### config.mk
export PLATFORM = sky130hd
export DESIGN_NAME = tws_eeprom_slave
export DESIGN_NICKNAME = d
export VERILOG_FILES = /design/src/rtl/tws_pkg.sv /design/src/rtl/tws_line_sampler.sv /design/src/rtl/tws_control.sv /design/src/rtl/tws_datapath.sv /design/src/rtl/tws_eeprom_slave.sv
export SDC_FILE = /design/constraint.sdc
export NUM_CORES = 1
export LEC_CHECK = 0
export BUFFER_PORTS_ARGS = -buffer_cell sky130_fd_sc_hd__buf_2
export CAP_MARGIN = 5
export CORE_MARGIN = 1.5
export CORE_UTILIZATION = 40
export CTS_CLUSTER_DIAMETER = 120
export DETAILED_ROUTE_END_ITERATION = 8
export HOLD_SLACK_MARGIN = 0.05
export PLACE_DENSITY_LB_ADDON = 0.15
export SLEW_MARGIN = 10
export SYNTH_ARGS = -nofsm -noshare
export SYNTH_HDL_FRONTEND = slang
export SYNTH_SLANG_ARGS = --single-unit
### constraint.sdc
create_clock -name clk -period 6.76 [get_ports clk]
set_clock_uncertainty 0.15 [all_clocks]
set_input_delay 0.676 -clock clk [delete_from_list [all_inputs] [get_ports clk]]
set_output_delay 0.676 -clock clk [all_outputs]
set_load 0.005 [all_outputs]
### src/rtl/tws_pkg.sv
package tws_pkg;

  typedef enum logic [2:0] {
    ST_IDLE,
    ST_DEV,
    ST_WHI,
    ST_WLO,
    ST_WDAT,
    ST_SEND
  } ctlState_t;

  // One-cycle requests from the sequencer to the datapath
  typedef struct packed {
    logic sampleBit;   // shift the sampled SDA level into the receive register
    logic ackDrive;    // pull SDA low for the acknowledge slot
    logic sdaFree;     // let go of SDA
    logic loadTx;      // capture a read byte, drive its MSB, advance pointer
    logic shiftTx;     // drive the next transmit bit
    logic setAddrHi;   // load upper pointer bits from received byte
    logic setAddrLo;   // load lower pointer bits from received byte
    logic writeByte;   // hand received byte to the page buffer
  } strobe_t;

endpackage

### src/rtl/tws_line_sampler.sv
module tws_line_sampler #(
  parameter int SYNC_STAGES = 2
) (
  input  logic clk,
  input  logic rstN,
  input  logic sclIn,
  input  logic sdaIn,
  output logic sclRise,
  output logic sclFall,
  output logic startDet,
  output logic stopDet,
  output logic sdaBit
);

  localparam int LAST = SYNC_STAGES - 1;

  logic [LAST:0] sclPipe;
  logic [LAST:0] sdaPipe;
  logic          sclLast;
  logic          sdaLast;
  logic          sclNow;
  logic          sdaNow;

  assign sclNow = sclPipe[LAST];
  assign sdaNow = sdaPipe[LAST];

  // Idle bus reads high, so the pipeline resets high
  always_ff @(posedge clk or negedge rstN) begin
    if (!rstN) begin
      sclPipe <= '1;
      sdaPipe <= '1;
      sclLast <= 1'b1;
      sdaLast <= 1'b1;
    end else begin
      sclPipe <= {sclPipe[LAST-1:0], sclIn};
      sdaPipe <= {sdaPipe[LAST-1:0], sdaIn};
      sclLast <= sclNow;
      sdaLast <= sdaNow;
    end
  end

  assign sclRise  = sclNow & ~sclLast;
  assign sclFall  = ~sclNow & sclLast;
  assign startDet = sclNow & sclLast & sdaLast & ~sdaNow;
  assign stopDet  = sclNow & sclLast & ~sdaLast & sdaNow;
  assign sdaBit   = sdaNow;

endmodule

### src/rtl/tws_control.sv
module tws_control
  import tws_pkg::*;
#(
  parameter int                 STRAP_W  = 2,
  parameter logic [6-STRAP_W:0] DEV_CODE = 5'b10100
) (
  input  logic               clk,
  input  logic               rstN,
  input  logic               sclRise,
  input  logic               sclFall,
  input  logic               startDet,
  input  logic               stopDet,
  input  logic               sdaBit,
  input  logic [7:0]         rxByte,
  input  logic [STRAP_W-1:0] strapAddr,
  input  logic               busy,
  output strobe_t            strb,
  output logic               wrCommit,
  output logic               ctlIdle,
  output logic               devPhase
);

  ctlState_t  state, stNext;
  logic [3:0] bitCnt, cntNext;
  logic       isRead, rdNext;
  logic       wrPending, pendNext;
  logic       commitNext;
  logic       devMatch;

  assign devMatch = (rxByte[7:STRAP_W+1] == DEV_CODE) &&
                    (rxByte[STRAP_W:1] == strapAddr) && !busy;

  always_comb begin
    strb       = '0;
    stNext     = state;
    cntNext    = bitCnt;
    rdNext     = isRead;
    pendNext   = wrPending;
    commitNext = 1'b0;
    if (startDet) begin
      stNext       = ST_DEV;
      cntNext      = 4'd0;
      strb.sdaFree = 1'b1;
      pendNext     = 1'b0;
    end else if (stopDet) begin
      stNext       = ST_IDLE;
      cntNext      = 4'd0;
      strb.sdaFree = 1'b1;
      commitNext   = wrPending;
      pendNext     = 1'b0;
    end else if (state == ST_SEND) begin
      if (sclRise) begin
        if (bitCnt == 4'd8) begin
          // master acknowledge slot: high means no more bytes wanted
          if (sdaBit) begin
            stNext  = ST_IDLE;
            cntNext = 4'd0;
          end else begin
            cntNext = 4'd9;
          end
        end else begin
          cntNext = bitCnt + 4'd1;
        end
      end else if (sclFall) begin
        if (bitCnt == 4'd8) begin
          strb.sdaFree = 1'b1;
        end else if (bitCnt == 4'd9) begin
          strb.loadTx = 1'b1;
          cntNext     = 4'd0;
        end else if (bitCnt != 4'd0) begin
          strb.shiftTx = 1'b1;
        end
      end
    end else if (state != ST_IDLE) begin
      if (sclRise) begin
        if (bitCnt < 4'd8) begin
          strb.sampleBit = 1'b1;
          cntNext        = bitCnt + 4'd1;
        end else if (bitCnt == 4'd8) begin
          cntNext = 4'd9;
        end
      end else if (sclFall) begin
        if (bitCnt == 4'd8) begin
          unique case (state)
            ST_DEV: begin
              if (devMatch) begin
                strb.ackDrive = 1'b1;
                rdNext        = rxByte[0];
              end else begin
                stNext  = ST_IDLE;
                cntNext = 4'd0;
              end
            end
            ST_WHI: begin
              strb.ackDrive  = 1'b1;
              strb.setAddrHi = 1'b1;
            end
            ST_WLO: begin
              strb.ackDrive  = 1'b1;
              strb.setAddrLo = 1'b1;
            end
            default: begin
              strb.ackDrive  = 1'b1;
              strb.writeByte = 1'b1;
              pendNext       = 1'b1;
            end
          endcase
        end else if (bitCnt == 4'd9) begin
          cntNext = 4'd0;
          if (state == ST_DEV && isRead) begin
            stNext      = ST_SEND;
            strb.loadTx = 1'b1;
          end else begin
            strb.sdaFree = 1'b1;
            unique case (state)
              ST_DEV:  stNext = ST_WHI;
              ST_WHI:  stNext = ST_WLO;
              default: stNext = ST_WDAT;
            endcase
          end
        end
      end
    end
  end

  always_ff @(posedge clk or negedge rstN) begin
    if (!rstN) begin
      state     <= ST_IDLE;
      bitCnt    <= 4'd0;
      isRead    <= 1'b0;
      wrPending <= 1'b0;
      wrCommit  <= 1'b0;
    end else begin
      state     <= stNext;
      bitCnt    <= cntNext;
      isRead    <= rdNext;
      wrPending <= pendNext;
      wrCommit  <= commitNext;
    end
  end

  assign ctlIdle  = (state == ST_IDLE);
  assign devPhase = (state == ST_DEV);

endmodule

### src/rtl/tws_datapath.sv
module tws_datapath
  import tws_pkg::*;
#(
  parameter int ADDR_W = 14,
  parameter int PAGE_W = 6
) (
  input  logic              clk,
  input  logic              rstN,
  input  strobe_t           strb,
  input  logic              sdaBit,
  input  logic [7:0]        rdData,
  output logic [7:0]        rxByte,
  output logic              sdaOe,
  output logic [ADDR_W-1:0] rdAddr,
  output logic              rdReq,
  output logic              wrStrobe,
  output logic [ADDR_W-1:0] wrAddr,
  output logic [7:0]        wrData
);

  localparam int HI_W = ADDR_W - 8;

  logic [7:0]        rxShift;
  logic [6:0]        txShift;
  logic [ADDR_W-1:0] ptr;

  always_ff @(posedge clk or negedge rstN) begin
    if (!rstN) begin
      rxShift  <= '0;
      txShift  <= '0;
      ptr      <= '0;
      sdaOe    <= 1'b0;
      wrStrobe <= 1'b0;
      wrAddr   <= '0;
      wrData   <= '0;
    end else begin
      wrStrobe <= 1'b0;
      if (strb.sampleBit) rxShift <= {rxShift[6:0], sdaBit};
      // SDA enable: transmit requests win over acknowledge and release
      if (strb.loadTx) begin
        txShift <= rdData[6:0];
        sdaOe   <= ~rdData[7];
        ptr     <= ptr + ADDR_W'(1);
      end else if (strb.shiftTx) begin
        txShift <= {txShift[5:0], 1'b0};
        sdaOe   <= ~txShift[6];
      end else if (strb.ackDrive) begin
        sdaOe <= 1'b1;
      end else if (strb.sdaFree) begin
        sdaOe <= 1'b0;
      end
      if (strb.setAddrHi) ptr[ADDR_W-1:8] <= rxShift[HI_W-1:0];
      if (strb.setAddrLo) ptr[7:0] <= rxShift;
      if (strb.writeByte) begin
        wrStrobe          <= 1'b1;
        wrAddr            <= ptr;
        wrData            <= rxShift;
        ptr[PAGE_W-1:0]   <= ptr[PAGE_W-1:0] + PAGE_W'(1);
      end
    end
  end

  assign rxByte = rxShift;
  assign rdAddr = ptr;
  assign rdReq  = strb.loadTx;

endmodule

### src/rtl/tws_eeprom_slave.sv
module tws_eeprom_slave
  import tws_pkg::*;
#(
  parameter int                 ADDR_W      = 14,
  parameter int                 PAGE_W      = 6,
  parameter int                 STRAP_W     = 2,
  parameter int                 SYNC_STAGES = 2,
  parameter logic [6-STRAP_W:0] DEV_CODE    = 5'b10100
) (
  input  logic               clk,
  input  logic               rstN,
  input  logic               sclIn,
  input  logic               sdaIn,
  output logic               sdaOe,
  input  logic [STRAP_W-1:0] strapAddr,
  input  logic               busy,
  output logic [ADDR_W-1:0]  rdAddr,
  output logic               rdReq,
  input  logic [7:0]         rdData,
  output logic               wrStrobe,
  output logic [ADDR_W-1:0]  wrAddr,
  output logic [7:0]         wrData,
  output logic               wrCommit
);

  logic       sclRiseDet;
  logic       sclFallDet;
  logic       startDet;
  logic       stopDet;
  logic       sdaBit;
  logic [7:0] rxByte;
  logic       ctlIdle;
  logic       devPhase;
  strobe_t    strb;

  tws_line_sampler #(.SYNC_STAGES(SYNC_STAGES)) u_samp (
    .clk      (clk),
    .rstN     (rstN),
    .sclIn    (sclIn),
    .sdaIn    (sdaIn),
    .sclRise  (sclRiseDet),
    .sclFall  (sclFallDet),
    .startDet (startDet),
    .stopDet  (stopDet),
    .sdaBit   (sdaBit)
  );

  tws_control #(.STRAP_W(STRAP_W), .DEV_CODE(DEV_CODE)) u_ctl (
    .clk       (clk),
    .rstN      (rstN),
    .sclRise   (sclRiseDet),
    .sclFall   (sclFallDet),
    .startDet  (startDet),
    .stopDet   (stopDet),
    .sdaBit    (sdaBit),
    .rxByte    (rxByte),
    .strapAddr (strapAddr),
    .busy      (busy),
    .strb      (strb),
    .wrCommit  (wrCommit),
    .ctlIdle   (ctlIdle),
    .devPhase  (devPhase)
  );

  tws_datapath #(.ADDR_W(ADDR_W), .PAGE_W(PAGE_W)) u_dp (
    .clk      (clk),
    .rstN     (rstN),
    .strb     (strb),
    .sdaBit   (sdaBit),
    .rdData   (rdData),
    .rxByte   (rxByte),
    .sdaOe    (sdaOe),
    .rdAddr   (rdAddr),
    .rdReq    (rdReq),
    .wrStrobe (wrStrobe),
    .wrAddr   (wrAddr),
    .wrData   (wrData)
  );

endmodule

==> results of run 1 <==
## Yosys cell counts (2+ instances only)
cell | number | share of area
dfrtp_1 | 63 | 0.43
mux2_2 | 33 | 0.10
nand2_1 | 29 | 0.029
nor2_1 | 23 | 0.023
o21ai_0 | 18 | 0.024
a21oi_1 | 15 | 0.020
clkbuf_1 | 13 | 0.013
inv_1 | 10 | 0.010
o211ai_1 | 9 | 0.018
ha_1 | 8 | 0.027
mux2i_1 | 8 | 0.022
nand3_1 | 8 | 0.011
nor3_1 | 7 | 0.0095
xor2_1 | 7 | 0.017
and3_1 | 6 | 0.010
dfstp_2 | 6 | 0.043
nor4_1 | 6 | 0.010
nand4_1 | 5 | 0.0085
nor2b_1 | 5 | 0.0085
xnor2_1 | 5 | 0.012
a211oi_1 | 4 | 0.0081
buf_2 | 4 | 0.0054
nand3b_1 | 4 | 0.0081
o311ai_0 | 4 | 0.0095
a221o_1 | 3 | 0.0081
o22a_1 | 3 | 0.0071
a2111oi_0 | 2 | 0.0047
a21o_1 | 2 | 0.0041
a22o_1 | 2 | 0.0047
a311oi_1 | 2 | 0.0047
and2_1 | 2 | 0.0034
and3b_1 | 2 | 0.0047
buf_6 | 2 | 0.0061
nand2b_1 | 2 | 0.0034
o2111a_1 | 2 | 0.0061
or3_1 | 2 | 0.0034
or4_1 | 2 | 0.0041
## metrics by stage
stage / utilization / total power [mW] / instances
after floorplan: - / 0.909 / 352
after global placement: 0.454 / 1.05 / 497
after detailed placement: 0.454 / 1.05 / 497
after CTS: 0.476 / 1.39 / 512
after global routing: 0.476 / 1.47 / 512
final: 0.476 / 1.37 / 512
## critical path: cells and delay by family (launching register included)
family,cells,cell delay (ns)
flops,1,0.55
compound gates,1,0.82
simple gates,2,1.21
fa+ha+maj,1,0.38
mux,1,0.54
buf+inv,1,0.04
## where the power goes
group          leakage (nW)  internal, mW  switching [mW]  total [mW]
clock                0.0950         0.168           0.160       0.329
sequential            0.898         0.514           0.148       0.662
combinational          1.01         0.188           0.194       0.382
total                  2.00         0.870           0.502        1.37
## how the worst min path moves through the flow
| stage | from | end | slack (ns) |
|---|---|---|---|
| final | u_samp.sdaPipe[0] | u_samp.sdaPipe[1] | 0.21 |
| after global routing | u_samp.sdaPipe[0] | u_samp.sdaPipe[1] | 0.22 |
| after CTS | u_samp.sdaPipe[0] | u_samp.sdaPipe[1] | 0.22 |
| after detailed placement | u_samp.sdaPipe[0] | u_samp.sdaPipe[1] | 0.20 |
| after global placement | u_samp.sdaPipe[0] | u_samp.sdaPipe[1] | 0.21 |
| after floorplan | u_samp.sclPipe[0] | u_samp.sclPipe[1] | 0.20 |
## flip-flops by register name (all words and copies together), names as in the netlist
name	cells
u_samp.sclLast	1
u_samp.sdaLast	1
u_dp.wrStrobe	1
u_samp.sdaPipe	2
u_ctl.wrPending	1
u_samp.sclPipe	2
u_dp.wrAddr	14
u_dp.sdaOe	1
u_ctl.isRead	1
u_ctl.bitCnt	4
u_ctl.state	3
u_dp.txShift	7
u_ctl.wrCommit	1
u_dp.rxByte	8
u_dp.rdAddr	14
u_dp.wrData	8
## layer usage
metal / share of wire / routed length [um]
met4: 0.0048 / 44
met1: 0.49 / 4460
met2: 0.46 / 4150
met3: 0.050 / 454
met5: 0 / 0
## final cells by class
cell class	count	area, sq um
fillers	860	4640
clock buffers	9	124
inverters	10	37.5
multi-input cells	254	1830
flip-flops and latches	69	1730
repair buffers	56	285
well taps	108	135
clock inverters	6	65.1
## kinds of logic after synthesis
kind of cell             count (synthesis)  synth area share
multiplexers                            41             0.122
AND/OR/NAND/NOR                        113             0.167
AO/OA/AOI/OAI                           79             0.148
flip-flops                              69             0.470
XOR/XNOR                                12            0.0285
adder cells (fa/ha/maj)                  9            0.0298
buffers and inverters                   29            0.0349
==> results.toml, run 1 <==
[clock_tree]
clkSlewWorstSetupHoldPaths_ns = 0.08
cts_buffers = 9
cts_root_buf = "clkbuf_8"
clk_latency_ns = 0.34
cts_tree = "yes"
clk_path_buf_depth = 2
ctsHoldBuffers = 0
cts_setup_buffers = 0
cts_sinks = 69
ctsResizeCount = 0
htree_levels = 3

[critical_path]
slowest_stage = "nand2_1"
startpoint = "u_samp.sclLast"
r2r-start = "u_samp.sclLast"
crit_path_end_kind = "flip-flop"
critPathKind = "flip-flop to flip-flop"
max_stage_delay_ns = 0.93
worstPathArrival_ns = 3.89
crit_chain = "inv_1 > ha_1 > nand2b_1 > a21oi_1 > nand2_1 > mux2_2"
r2r_cells = 6
crit_end = "u_dp.wrAddr[3]"
ff2ff_setup_slack_ns = 2.94
startpoint_type = "flip-flop"
required_ns = 6.82
rr_endpoint = "u_dp.wrAddr[3]"
cp_max_fo = 24

[die]
std_cell_rows = 34
core_area_sq_um = 8850
ios = 55
initial_utilization = 0.417
fp.dieH_um = 99.1
die-area_sq_um = 9820
die_w_um = 99.1

[timing]
hold_viol_final = 0
finalSetupViolCount = 0
hold-worst-slack_ns = 0.212
slew_headroom = 0.297
rsz0062_at_grt = "no"
fmax_mhz = 262
finalCritPeriodShare = 0.566
tns_ns = 0
finalWorstSetupSlack_ns = 2.94
min_period_ns = 3.82
finalMaxSlewViolations = 0
worst_slew_pin_slew_ns = 1.05

[synthesis]
ys_types = 61
seq_area_frac_synth = 0.470
syn_nets = 375
yosys_warnings = 0
synth.avg_cell_area_sq_um = 10.5
synth_edf_count = 0
syn_inst = 352
netlist_area_sq_um = 3690
synth-seq-cells = 69
async_flop_share = 1.00
synthFlopType = "dfrtp_1"

[global_routing]
antenna_found_initial = 0
grtUsageMet2 = 0.310
globalRouteMet1Util = 0.271
grt_use_total = 0.197
grt_start_max_net_pins = 70
grt_pass1_vias = 2949
top_usage_layer = "met2"
grt_pass1_wl_um = 15000
grt.overflow.total = 0
gr-usage-met3 = 0.0433

[placement]
dp_slack_ns = 2.97
port_buffers = 54
place_area_sq_um = 4020
finalWeightedCongestion = 0.891
dpl.hpwl_um = 6280

[finish]
drive_above_1_share = 0.287
final_cell_area_sq_um = 4210
diodes = 0
most-common-layout-cells = "dfrtp_1, buf_2, mux2_2"
synthToLayoutAreaGrowth_pct = 14.0
final_common_cell = "dfrtp_1"
nets = 423

[detailed_routing]
drc = 0
dr_total_vias = 2944
routed_wl_um = 9110
first_pass_iters = 4
wl_per_cell_um = 17.8
routed_via_density = 5.75
drtIter0Drc = 130
ant_nets = 0

[job]
maxCapViolations = 0

[power_and_ir_drop]
vdd_drop_max_uv = 160
power_density_nw_per_um2 = 326
p_leak_nw = 2.00

[outcome]
outcome = "completed"

[worst_hold_path]
min_path_cells = 0
min_path_type = "flip-flop to flip-flop"
Power figures use the tool's default switching activity.
==> run 2: changes to the inputs <==
- clock period: 6.76 -> 3.9 ns (I/O delays scaled with it)
==> results.toml, run 2 (synthesized netlist as in run 1, its figures left out) <==
[detailed_routing]
wl_per_cell_um = 17.0
drc = 0
dr_total_vias = 2972
ant_nets = 0
routed_wl_um = 8820
drtIter0Drc = 367
first_pass_iters = 5
routed_via_density = 5.74

[die]
initial_utilization = 0.417
die-area_sq_um = 9820
fp.dieH_um = 99.1
ios = 55
die_w_um = 99.1
core_area_sq_um = 8850
std_cell_rows = 34

[global_routing]
grt.overflow.total = 0
grt_start_max_net_pins = 42
grt_pass1_vias = 2885
antenna_found_initial = 0
grt_pass1_wl_um = 14700
grt_use_total = 0.192

[critical_path]
r2r-start = "u_samp.sclPipe[1]"
startpoint = "u_samp.sclLast"
max_stage_delay_ns = 0.55
cp_num_buf_inv = 2
ff2ff_setup_slack_ns = 1.11
required_ns = 3.36
rr_endpoint = "u_dp.wrAddr[6]"
critPathKind = "flip-flop to output port"
cp_max_fo = 17
r2r_cells = 7
startpoint_type = "flip-flop"
slowest_stage = "dfstp_2"
crit_family = "flip-flops"
crit_end = "rdReq"
crit_path_end_kind = "output port"
worstPathArrival_ns = 2.42
cp.depth = 6
crit_chain = "inv_1 > ha_1 > nand2b_1 > a211oi_1 > and2_1 > buf_2"

[clock_tree]
clk_path_buf_depth = 2
clk_latency_ns = 0.35
ctsHoldBuffers = 3
cts_buffers = 9
cts_root_buf = "clkbuf_8"
ctsResizeCount = 0
clkSlewWorstSetupHoldPaths_ns = 0.08
cts_sinks = 69
cts_tree = "yes"
cts_setup_buffers = 0
htree_levels = 3

[placement]
dp_slack_ns = 1.14
finalWeightedCongestion = 0.879
port_buffers = 54
dpl.hpwl_um = 6360

[timing]
finalCritPeriodShare = 0.758
finalMaxSlewViolations = 0
finalSetupViolCount = 0
slew_headroom = 0.503
tns_ns = 0
finalWorstSetupSlack_ns = 0.945
worst_slew_pin_slew_ns = 0.736
fmax_mhz = 338
rsz0062_at_grt = "no"
hold_viol_final = 0
min_period_ns = 2.96

[finish]
final_common_cell = "dfrtp_1"
synthToLayoutAreaGrowth_pct = 15.5
most-common-layout-cells = "dfrtp_1, buf_2, mux2_2"
drive_above_1_share = 0.290
nets = 428
diodes = 0

[power_and_ir_drop]
vdd_drop_max_uv = 247
power_mw = 2.38
power_density_nw_per_um2 = 559
p_leak_nw = 2.02

[job]
maxCapViolations = 0

[worst_hold_path]
min_path_type = "primary input to flip-flop"

[outcome]
outcome = "completed"
-- run 2: changes by cell type in the layout (fill, tap and decap cells not counted), sizes merged --
cell	before	now
buf	56	58
clkinv	4	2
clkinvlp	1	2
dlygate4sd3	0	3
inv	10	12
-- run 2: stage by stage --
| stage | hold slack (ns) | instances | area (sq um) | utilization |
|---|---|---|---|---|
| after floorplan | -0.0556 | 352 | 3690 | - |
| after global placement | 0.200 | 499 | 4040 | 0.456 |
| after detailed placement | 0.201 | 499 | 4040 | 0.456 |
| after CTS | 0.101 | 518 | 4260 | 0.482 |
| after global routing | 0.110 | 518 | 4260 | 0.482 |
| final | 0.115 | 518 | 4260 | 0.482 |
-- run 2: final cells by class --
cell class	count	area [sq um]
inverter	10	37.5
fill	866	4590
timing repair buffer	61	330
sequential	69	1730
clock inverter	7	72.6
clock buffer	9	124
tap	108	135
multi-input combinational	254	1830
-- run 2: how the worst min path moves through the flow --
| stage | end | cells past startpoint | startpoint |
|---|---|---|---|
| after detailed placement | u_samp.sdaPipe[1] | 0 | u_samp.sdaPipe[0] |
| final | u_dp.txShift[4] | 3 | rdData[4] |
| after global placement | u_samp.sdaPipe[1] | 0 | u_samp.sdaPipe[0] |
| after global routing | u_dp.txShift[0] | 2 | rdData[0] |
| after CTS | u_dp.txShift[4] | 3 | rdData[4] |
| after floorplan | u_ctl.bitCnt[0] | 0 | rstN |
-- run 2: routing by layer --
layer	track usage	up-vias	share of wire
li1	-	1407	-
met1	0.270	1434	0.47
met2	0.284	123	0.45
met3	0.0553	8	0.075
met4	0.0650	0	0.012
met5	0	-	0
-- run 2: report_power, final --
| group | switching [mW] | internal [mW] |
|---|---|---|
| logic | 0.331 | 0.328 |
| registers | 0.254 | 0.891 |
| clock network | 0.284 | 0.297 |
-- run 2: worst reg2reg max path, cell delays in order (launching register included) --
cell,delay (ns)
dfstp_2,0.56
ha_1,0.51
nand2b_1,0.25
a21oi_1,0.06
buf_4,0.19
nand2_1,0.28
buf_4,0.32
mux2_2,0.37
